--- src/rtl/irqagg_pkg.sv ---
package irqagg_pkg;

  localparam int DATA_W = 32;
  localparam int ADDR_W = 9;

  // word offsets inside each level window (address bit 8 picks the level)
  localparam logic [7:0] OFS_CTRL  = 8'h30;
  localparam logic [7:0] OFS_MASK1 = 8'h34;
  localparam logic [7:0] OFS_STAT1 = 8'h38;
  localparam logic [7:0] OFS_STAT2 = 8'h50;
  localparam logic [7:0] OFS_MASK2 = 8'h54;
  localparam logic [7:0] OFS_POL   = 8'h58;
  localparam logic [7:0] OFS_IN2   = 8'h5C;

  typedef struct packed {
    logic wrCtrl;
    logic wrMask;
    logic clrStat;
  } l1Strobe_t;

  typedef struct packed {
    logic wrMask;
    logic clrStat;
    logic wrPol;
  } l2Strobe_t;

  typedef struct packed {
    l1Strobe_t lvl1;
    l2Strobe_t lvl2;
  } strobe_t;

  typedef enum logic [2:0] {
    SEL_NONE,
    SEL_CTRL,
    SEL_MASK1,
    SEL_STAT1,
    SEL_STAT2,
    SEL_MASK2,
    SEL_POL,
    SEL_IN2
  } rdSel_t;

endpackage

--- src/rtl/irqagg_ctrl.sv ---
module irqagg_ctrl
  import irqagg_pkg::*;
(
  input  logic              wrEn,
  input  logic [ADDR_W-1:0] addr,
  output strobe_t           stb,
  output rdSel_t            rdSel
);

  logic       upperWin;
  logic [7:0] ofs;

  assign upperWin = addr[ADDR_W-1];
  assign ofs      = addr[7:0];

  always_comb begin
    rdSel = SEL_NONE;
    if (!upperWin) begin
      unique case (ofs)
        OFS_CTRL:  rdSel = SEL_CTRL;
        OFS_MASK1: rdSel = SEL_MASK1;
        OFS_STAT1: rdSel = SEL_STAT1;
        default:   rdSel = SEL_NONE;
      endcase
    end else begin
      unique case (ofs)
        OFS_STAT2: rdSel = SEL_STAT2;
        OFS_MASK2: rdSel = SEL_MASK2;
        OFS_POL:   rdSel = SEL_POL;
        OFS_IN2:   rdSel = SEL_IN2;
        default:   rdSel = SEL_NONE;
      endcase
    end
  end

  always_comb begin
    stb = '0;
    if (wrEn) begin
      stb.lvl1.wrCtrl  = (rdSel == SEL_CTRL);
      stb.lvl1.wrMask  = (rdSel == SEL_MASK1);
      stb.lvl1.clrStat = (rdSel == SEL_STAT1);
      stb.lvl2.clrStat = (rdSel == SEL_STAT2);
      stb.lvl2.wrMask  = (rdSel == SEL_MASK2);
      stb.lvl2.wrPol   = (rdSel == SEL_POL);
    end
  end

endmodule

--- src/rtl/irqagg_lvl1.sv ---
module irqagg_lvl1
  import irqagg_pkg::*;
#(
  parameter int NUM_LINES = 17,
  parameter int NUM_EVT   = 8,
  parameter int EN_BIT    = 31
) (
  input  logic               clk,
  input  logic               rstN,
  input  l1Strobe_t          stb,
  input  logic [DATA_W-1:0]  wrData,
  input  logic [NUM_LINES-1:0] lines,
  input  logic [NUM_EVT-1:0] events,
  output logic [DATA_W-1:0]  ctrlQ,
  output logic [DATA_W-1:0]  maskQ,
  output logic [DATA_W-1:0]  statQ,
  output logic               req
);

  logic [DATA_W-1:0] setVec;
  logic [DATA_W-1:0] clrVec;

  // lines fill from the top bit downward, events from bit 0 upward
  always_comb begin
    setVec = '0;
    for (int n = 0; n < NUM_LINES; n++) setVec[DATA_W-1-n] = lines[n];
    for (int k = 0; k < NUM_EVT; k++) setVec[k] = events[k];
  end

  assign clrVec = stb.clrStat ? wrData : '0;

  always_ff @(posedge clk or negedge rstN) begin
    if (!rstN) begin
      ctrlQ <= '0;
      maskQ <= '0;
      statQ <= '0;
    end else begin
      if (stb.wrCtrl) ctrlQ <= wrData;
      if (stb.wrMask) maskQ <= wrData;
      statQ <= (statQ & ~clrVec) | setVec;
    end
  end

  assign req = ctrlQ[EN_BIT] && ((statQ & maskQ) != '0);

endmodule

--- src/rtl/irqagg_lvl2.sv ---
module irqagg_lvl2
  import irqagg_pkg::*;
#(
  parameter int REQ_BIT = 11
) (
  input  logic              clk,
  input  logic              rstN,
  input  l2Strobe_t         stb,
  input  logic [DATA_W-1:0] wrData,
  input  logic              req,
  output logic [DATA_W-1:0] inQ,
  output logic [DATA_W-1:0] maskQ,
  output logic [DATA_W-1:0] statQ,
  output logic [DATA_W-1:0] polQ,
  output logic              irqOut
);

  logic [DATA_W-1:0] clrVec;

  always_comb begin
    inQ          = '0;
    inQ[REQ_BIT] = req;
  end

  assign clrVec = stb.clrStat ? wrData : '0;

  always_ff @(posedge clk or negedge rstN) begin
    if (!rstN) begin
      maskQ <= '0;
      statQ <= '0;
      polQ  <= '0;
    end else begin
      if (stb.wrMask) maskQ <= wrData;
      if (stb.wrPol)  polQ  <= wrData;
      statQ <= (statQ & ~clrVec) | (inQ & maskQ);
    end
  end

  assign irqOut = (statQ != '0);

endmodule

--- src/rtl/irq_aggregator.sv ---
module irq_aggregator
  import irqagg_pkg::*;
#(
  parameter int NUM_LINES = 17,
  parameter int NUM_EVT   = 8,
  parameter int REQ_BIT   = 11
) (
  input  logic                 clk,
  input  logic                 rstN,
  input  logic [NUM_LINES-1:0] irqLines,
  input  logic [NUM_EVT-1:0]   busEvents,
  input  logic                 regWrEn,
  input  logic [ADDR_W-1:0]    regAddr,
  input  logic [DATA_W-1:0]    regWrData,
  output logic [DATA_W-1:0]    regRdData,
  output logic                 irqOut
);

  strobe_t           stb;
  rdSel_t            rdSel;
  logic              l1Req;
  logic [DATA_W-1:0] ctrlQ, mask1Q, stat1Q;
  logic [DATA_W-1:0] in2Q, mask2Q, stat2Q, polQ;

  irqagg_ctrl u_ctrl (
    .wrEn  (regWrEn),
    .addr  (regAddr),
    .stb   (stb),
    .rdSel (rdSel)
  );

  irqagg_lvl1 #(
    .NUM_LINES (NUM_LINES),
    .NUM_EVT   (NUM_EVT)
  ) u_lvl1 (
    .clk    (clk),
    .rstN   (rstN),
    .stb    (stb.lvl1),
    .wrData (regWrData),
    .lines  (irqLines),
    .events (busEvents),
    .ctrlQ  (ctrlQ),
    .maskQ  (mask1Q),
    .statQ  (stat1Q),
    .req    (l1Req)
  );

  irqagg_lvl2 #(
    .REQ_BIT (REQ_BIT)
  ) u_lvl2 (
    .clk    (clk),
    .rstN   (rstN),
    .stb    (stb.lvl2),
    .wrData (regWrData),
    .req    (l1Req),
    .inQ    (in2Q),
    .maskQ  (mask2Q),
    .statQ  (stat2Q),
    .polQ   (polQ),
    .irqOut (irqOut)
  );

  always_comb begin
    unique case (rdSel)
      SEL_CTRL:  regRdData = ctrlQ;
      SEL_MASK1: regRdData = mask1Q;
      SEL_STAT1: regRdData = stat1Q;
      SEL_STAT2: regRdData = stat2Q;
      SEL_MASK2: regRdData = mask2Q;
      SEL_POL:   regRdData = polQ;
      SEL_IN2:   regRdData = in2Q;
      default:   regRdData = '1;
    endcase
  end

endmodule

--- config.mk ---
export PLATFORM = sky130hd
export DESIGN_NAME = irq_aggregator
export DESIGN_NICKNAME = d
export VERILOG_FILES = /design/src/rtl/irqagg_pkg.sv /design/src/rtl/irqagg_ctrl.sv /design/src/rtl/irqagg_lvl1.sv /design/src/rtl/irqagg_lvl2.sv /design/src/rtl/irq_aggregator.sv
export SDC_FILE = /design/constraint.sdc
export NUM_CORES = 1
export LEC_CHECK = 0
export ABC_CLOCK_PERIOD_IN_PS = 1500
export BUFFER_PORTS_ARGS = -buffer_cell sky130_fd_sc_hd__buf_2
export CAP_MARGIN = 30
export CORE_MARGIN = 5
export CORE_UTILIZATION = 45
export CTS_BUF_LIST = sky130_fd_sc_hd__clkbuf_2 sky130_fd_sc_hd__clkbuf_4 sky130_fd_sc_hd__clkbuf_8
export CTS_CLUSTER_SIZE = 16
export DETAILED_ROUTE_END_ITERATION = 7
export SLEW_MARGIN = 15
export SYNTH_ARGS = -nofsm -noshare
export SYNTH_HDL_FRONTEND = slang
export SYNTH_SLANG_ARGS = --single-unit
--- constraint.sdc ---
create_clock -name clk -period 1.5 [get_ports clk]
set_input_delay 0 -clock clk [delete_from_list [all_inputs] [get_ports clk]]
set_output_delay 0 -clock clk [all_outputs]
set_load 0.01 [all_outputs]
* After elaboration in Yosys (flattened, before gate mapping)
Index checks and enable logic that the tools add are counted.
Operators by class: equal/unequal tests 14, multiplexer cells 7, bitwise operators 8, reduce and logical (&&, ||, !) cells 3
Operators with widths (number):
- $pmux W32 S7 | 1
- $and A32 B32 Y32 | 3
- $mux W32 | 2
- $not A32 Y32 | 2
- $or A32 B32 Y32 | 2
- $reduce_bool A32 Y1 | 2
- $and A12 B32 Y32 | 1
- $eq A8 B7 Y1 const B | 4
- $eq A8 B6 Y1 const B | 3
- $eq A3 B3 Y1 const B | 4
- $pmux W3 S4 | 1
- $eq A3 B2 Y1 const B | 2
- $mux W6 | 1
- $pmux W2 S3 | 1
- $eq A3 B1 Y1 const B | 1
- $mux W3 | 1
- $logic_and A1 B1 Y1 | 1
Storage, ports and cells: bits in registers 192, input port bits 69, output and inout bits 33, word-level logic and storage cells 38

* Logic depth before layout (Yosys ltp)
word-level depth 9, mapped depth 8, mapped depth without buffers 5

* By module
Synthesis repeated with hierarchy kept, for this count alone.
Unflattened totals: cell total of the unflattened synthesis 773, area total of the unflattened synthesis 9743.1 um2
By module, submodules not included:
- irqagg_lvl2 | instances 1, cells each 248, area each 4001.3 um2, sequential area each 2402.3 um2
- irqagg_lvl1 | instances 1, cells each 249, area each 3672.3 um2, sequential area each 2402.3 um2
- irq_aggregator | instances 1, cells each 256, area each 1916.8 um2, sequential area each 0.0 um2
- irqagg_ctrl | instances 1, cells each 20, area each 152.6 um2, sequential area each 0.0 um2

* Least setup slack after synthesis
Ideal clock, no wire load.
kind in2reg, start point in regAddr[3], end point reg u_lvl2.polQ[10], library setup time 0.125 ns, arrival time 1.602 ns, data required time 1.375 ns, slack -0.226 ns, cell stages on the path 7, path buffers 3, cell sequence buf_2 -> or4b_1 -> nor2_1 -> and2_1 -> clkbuf_2 -> buf_4 -> mux2_2
Between the ends: word-level cells in the longest chain between the ends 5, elaborated cells between the ends (all ways) 12, classes of those cells eq/ne: 8; mux: 4
Ends and longest elaborated chain:
- start: declaration | line irq_aggregator.sv:13 | input logic [ADDR_W-1:0] regAddr,
- $eq A8 B7 Y1 or $eq A8 B6 Y1 (tied branches) | line irqagg_ctrl.sv:26, irqagg_ctrl.sv:19
- $pmux W3 S4 or $pmux W2 S3 (tied branches) | line irqagg_ctrl.sv:26, irqagg_ctrl.sv:19
- $mux W3 (*) | line irqagg_ctrl.sv:18 | if (!upperWin) begin
- $eq A3 B3 Y1 (*) | line irqagg_ctrl.sv:44 | stb.lvl2.wrPol = (rdSel == SEL_POL);
- $mux W6 (*) | line irqagg_ctrl.sv:38 | if (wrEn) begin
- end signal: assignment | line irqagg_lvl2.sv:34 | if (stb.wrPol) polQ <= wrData;
- end: declaration | line irqagg_lvl2.sv:14 | output logic [DATA_W-1:0] polQ,
Mark *: on every way between the ends. The rest lies on a longest branch, timed or not. A chain may end at the register's enable or synchronous reset.

* Worst setup path after layout
start point reg u_lvl1.maskQ[2], end point out regRdData[11]
Between the ends: word-level cells in the longest chain between the ends 4
Ends and longest elaborated chain:
- start: declaration | line irqagg_lvl1.sv:15 | output logic [DATA_W-1:0] maskQ,
- start signal: assignment | line irqagg_lvl1.sv:39 | if (stb.wrMask) maskQ <= wrData;
- $and A32 B32 Y32 | line irqagg_lvl1.sv:44 | assign req = ctrlQ[EN_BIT] && ((statQ & maskQ) != '0);
- $reduce_bool A32 Y1 | line irqagg_lvl1.sv:44
- $logic_and A1 B1 Y1 | line irqagg_lvl1.sv:44
- $pmux W32 S7 | line irq_aggregator.sv:64 | unique case (rdSel)
- end: declaration | line irq_aggregator.sv:15 | output logic [DATA_W-1:0] regRdData,
No other way between the ends.

==> results.yml <==
route:
  ant_nets: 0
  first_iter_violations: 464
  drt_pass1_iterations: 6
  vias_per_cell: 5.88
  vias: 6766
  wire_per_inst_um: 24.2
  finalWirelength_mm: 27.9
  drc_errors: 0
floorplanning:
  die_w_um: 147
  initial_core_util_pct: 45.3
  io_pins: 102
  core-area_um2: 18500
  rows: 50
  dieArea_um2: 21500
  die_y_um: 147
pwr:
  pwr_density_cell_nw_per_um2: 787
  vdd_drop_max_v: 0.000669
  p_leak_nw: 5.31
cts:
  clockBufferDepth: 2
  cts_made_buffers: 17
  clkTransAtPathRegs_ns: 0.11
  cts-root-buf: "clkbuf_8"
  clock_sinks: 192
  h-tree-depth: 4
  cts_tree: "yes"
  worst_skew_pair.late_latency_ns: 0.49
sta:
  hold_slack_ns: 0.0182
  post-route-period-util_pct: 143
  hold_violations: 0
  setup_tns_ns: -5.90
  max_freq_ghz: 0.467
  setup_slack_ns: -0.642
  slew_viol_final: 0
  slew_headroom_pct: 68.6
  min_period_ns: 2.14
  setup_viol: 34
  finalClockSkew_ns: 0.0119
  rsz0062_at_grt: "true"
  tightest_slew_ns: 0.472
synthesis:
  async_flop_share_pct: 100
  synth_top_area_share_pct: 57.3
  synth_warnings: 0
  synth_largest_area_cell: "dfrtp_1"
  yosysUniqueCellTypes: 38
  syn_area_um2: 8390
  synth_cells: 640
  ys_ff_latch: 192
  synth-edff-count: 0
  synth-seq-area-share_pct: 57.3
  synth_area_leaders: "dfrtp_1, a22oi_1, mux2_2"
  synth_area_per_cell_um2: 13.1
  synthFlopType: "dfrtp_1"
  syn_nets: 709
worst_setup_path:
  critPathKind: "reg -> out"
  reg2regPathDepth: 8
  crit_chain: "a22o_1, a221oi_2, nand4_1, o31ai_1, buf_4, o311ai_1, buf_2"
  slowest_stage: "dfrtp_1"
  end_kind: "primary output"
  rrSetupSlack_ns: -0.28
  critPathRequiredTime_ns: 1.50
  startpoint_type: "flip-flop"
  critPathArrivalTime_ns: 2.14
  r2r_end: "u_lvl2.statQ[11]$_DFF_PN0_"
  critPathMaxStageDelay_ns: 0.39
  crit_path_max_fanout: 2
  reg2reg_from: "u_lvl1.maskQ[2]$_DFFE_PN0P_"
placement:
  gp_congestion: 0.833
  io_buffers: 101
  dpl_worst_slack_ns: -0.257
  place_hpwl_mm: 17.7
grt:
  globalRouteOverflowTotal: 0
  grt_max_degree: 51
  grt_pass1_vias: 7307
  grt_pass1_wl_mm: 43.5
  antenna_found_initial: 0
  grt_use_total_pct: 26.6
hold_path:
  hp-class: "in -> async"
final_layout:
  drive_gt1_share_pct: 45.9
  n_antenna_cell: 0
  layout.nets: 973
  fill_cells: 1387
  area_growth_pct: 41.5
job:
  cap_violations: 0
outcome:
  violations: "setup timing"
  outcome: "complete, but fails checks"
-- power breakdown --
part	internal [mW]	switching, mW	total [mW]
Sequential	5.27	0.0653	5.33
Combinational	0.382	0.351	0.734
Clock	1.33	1.95	3.28
Total	6.98	2.36	9.34
-- worst max-delay path: cells and delay by family (launching register included) --
kind,cells,cell delay (ns)
buf+inv,2,0.32
simple gates,1,0.12
flops,1,0.39
compound gates,4,0.82
-- synthesized netlist by cell type, types with 4 or more instances --
library cell / number
a22oi_1: 101
mux2_1: 62
and2_1: 4
a22o_1: 4
dfrtp_1: 192
a21o_1: 26
buf_4: 6
mux2_2: 66
nand4_1: 36
nor4_1: 8
buf_2: 15
clkbuf_1: 21
a21boi_0: 38
a221oi_1: 4
nand2_1: 29
-- placed cells by master, fill, tap and decap left out, types with 2 or more instances in the layout --
master,synthesis,routed
mux2_2,66,38
nor3_4,0,2
a221oi_2,0,4
nand2_2,0,2
or2_4,0,3
a22oi_1,101,64
a21o_1,26,26
and2_1,4,3
inv_6,0,4
nor2_4,0,2
mux2i_1,2,2
a22oi_2,0,37
buf_6,0,11
mux2_1,62,32
nor4_4,1,3
a21boi_0,38,38
nor4_2,1,4
buf_4,6,93
a22o_1,4,4
clkinv_2,0,4
buf_12,0,23
buf_16,0,3
dfrtp_1,192,192
buf_2,15,98
clkbuf_8,0,18
a2bb2oi_1,2,2
nand4_1,36,36
clkinvlp_4,0,2
dlygate4sd3_1,0,58
clkinv_4,0,4
nand2_1,29,27
nor4_1,8,3
mux2_4,0,58
-- registers in the layout, indices dropped and copies added (netlist names) --
name          count
u_lvl1.ctrlQ     32
u_lvl2.maskQ     32
u_lvl1.statQ     32
u_lvl2.polQ      32
u_lvl1.maskQ     32
u_lvl2.statQ     32
-- kinds of logic (layout without fill, tap and decap cells) --
| logic type | after synthesis | count (layout) | synth area share (%) |
|---|---|---|---|
| DFF | 192 | 192 | 57.3 |
| muxes | 130 | 130 | 17.4 |
| AOI/OAI and AO/OA | 180 | 180 | 16.3 |
| buffers and inverters | 44 | 321 | 2.48 |
| and+or+nand+nor | 94 | 94 | 6.56 |
-- stage by stage --
stage / instances / power [mW] / instance area (µm²) / util, %
finish: 1151 / 9.34 / 11900 / 64.1
global route: 1151 / 9.70 / 11900 / 64.1
CTS: 1152 / 9.40 / 11900 / 64.2
detailed placement: 1039 / 6.01 / 10300 / 55.6
global placement: 1039 / 5.98 / 10300 / 55.6
floorplan: 640 / 5.59 / 8720 / -
-- layout make-up --
type | count | area, µm² | share of cell area (%)
sequential | 192 | 4800 | 40.5
multi-input combinational | 404 | 3940 | 33.2
timing repair buffer | 288 | 2460 | 20.8
tap | 234 | 293 | 2.47
clock buffer | 17 | 234 | 1.97
clock inverter | 15 | 135 | 1.14
inverter | 1 | 3.75 | 0.0316
-- what timing repair did --
| action | CTS | global route |
|---|---|---|
| hold buffers | 58 | 0 |
| endpoints found under the hold margin | 384 | 0 |
| pin swaps | 35 | 15 |
| resized for setup | 61 | 16 |
| setup buffers | 16 | 6 |
| endpoints found under the setup margin | 34 | 34 |
| cloned | 8 | 0 |
-- routing by layer --
| metal | vias to the layer above | GRT usage, % | share of wire (%) |
|---|---|---|---|
| li1 | 2981 | - | - |
| met1 | 3501 | 35.9 | 44 |
| met2 | 222 | 42.4 | 48 |
| met3 | 62 | 5.90 | 5.4 |
| met4 | 0 | 9.69 | 2.9 |
| met5 | - | 0 | 0 |
-- worst max path at each step --
stage          slack, ns                      endpoint                   startpoint
3_5_place_dp       -0.26                  regRdData[9]                   regAddr[6]
2_1_floorplan      -0.12  u_lvl2.maskQ[11]$_DFFE_PN0P_                   regAddr[7]
5_1_grt            -0.76                 regRdData[11]  u_lvl1.maskQ[2]$_DFFE_PN0P_
3_3_place_gp       -0.22  u_lvl2.maskQ[31]$_DFFE_PN0P_                   regAddr[7]
6_report           -0.64                 regRdData[11]  u_lvl1.maskQ[2]$_DFFE_PN0P_
4_1_cts            -0.66                 regRdData[11]  u_lvl1.maskQ[2]$_DFFE_PN0P_
Power figures use the tool's default switching activity.
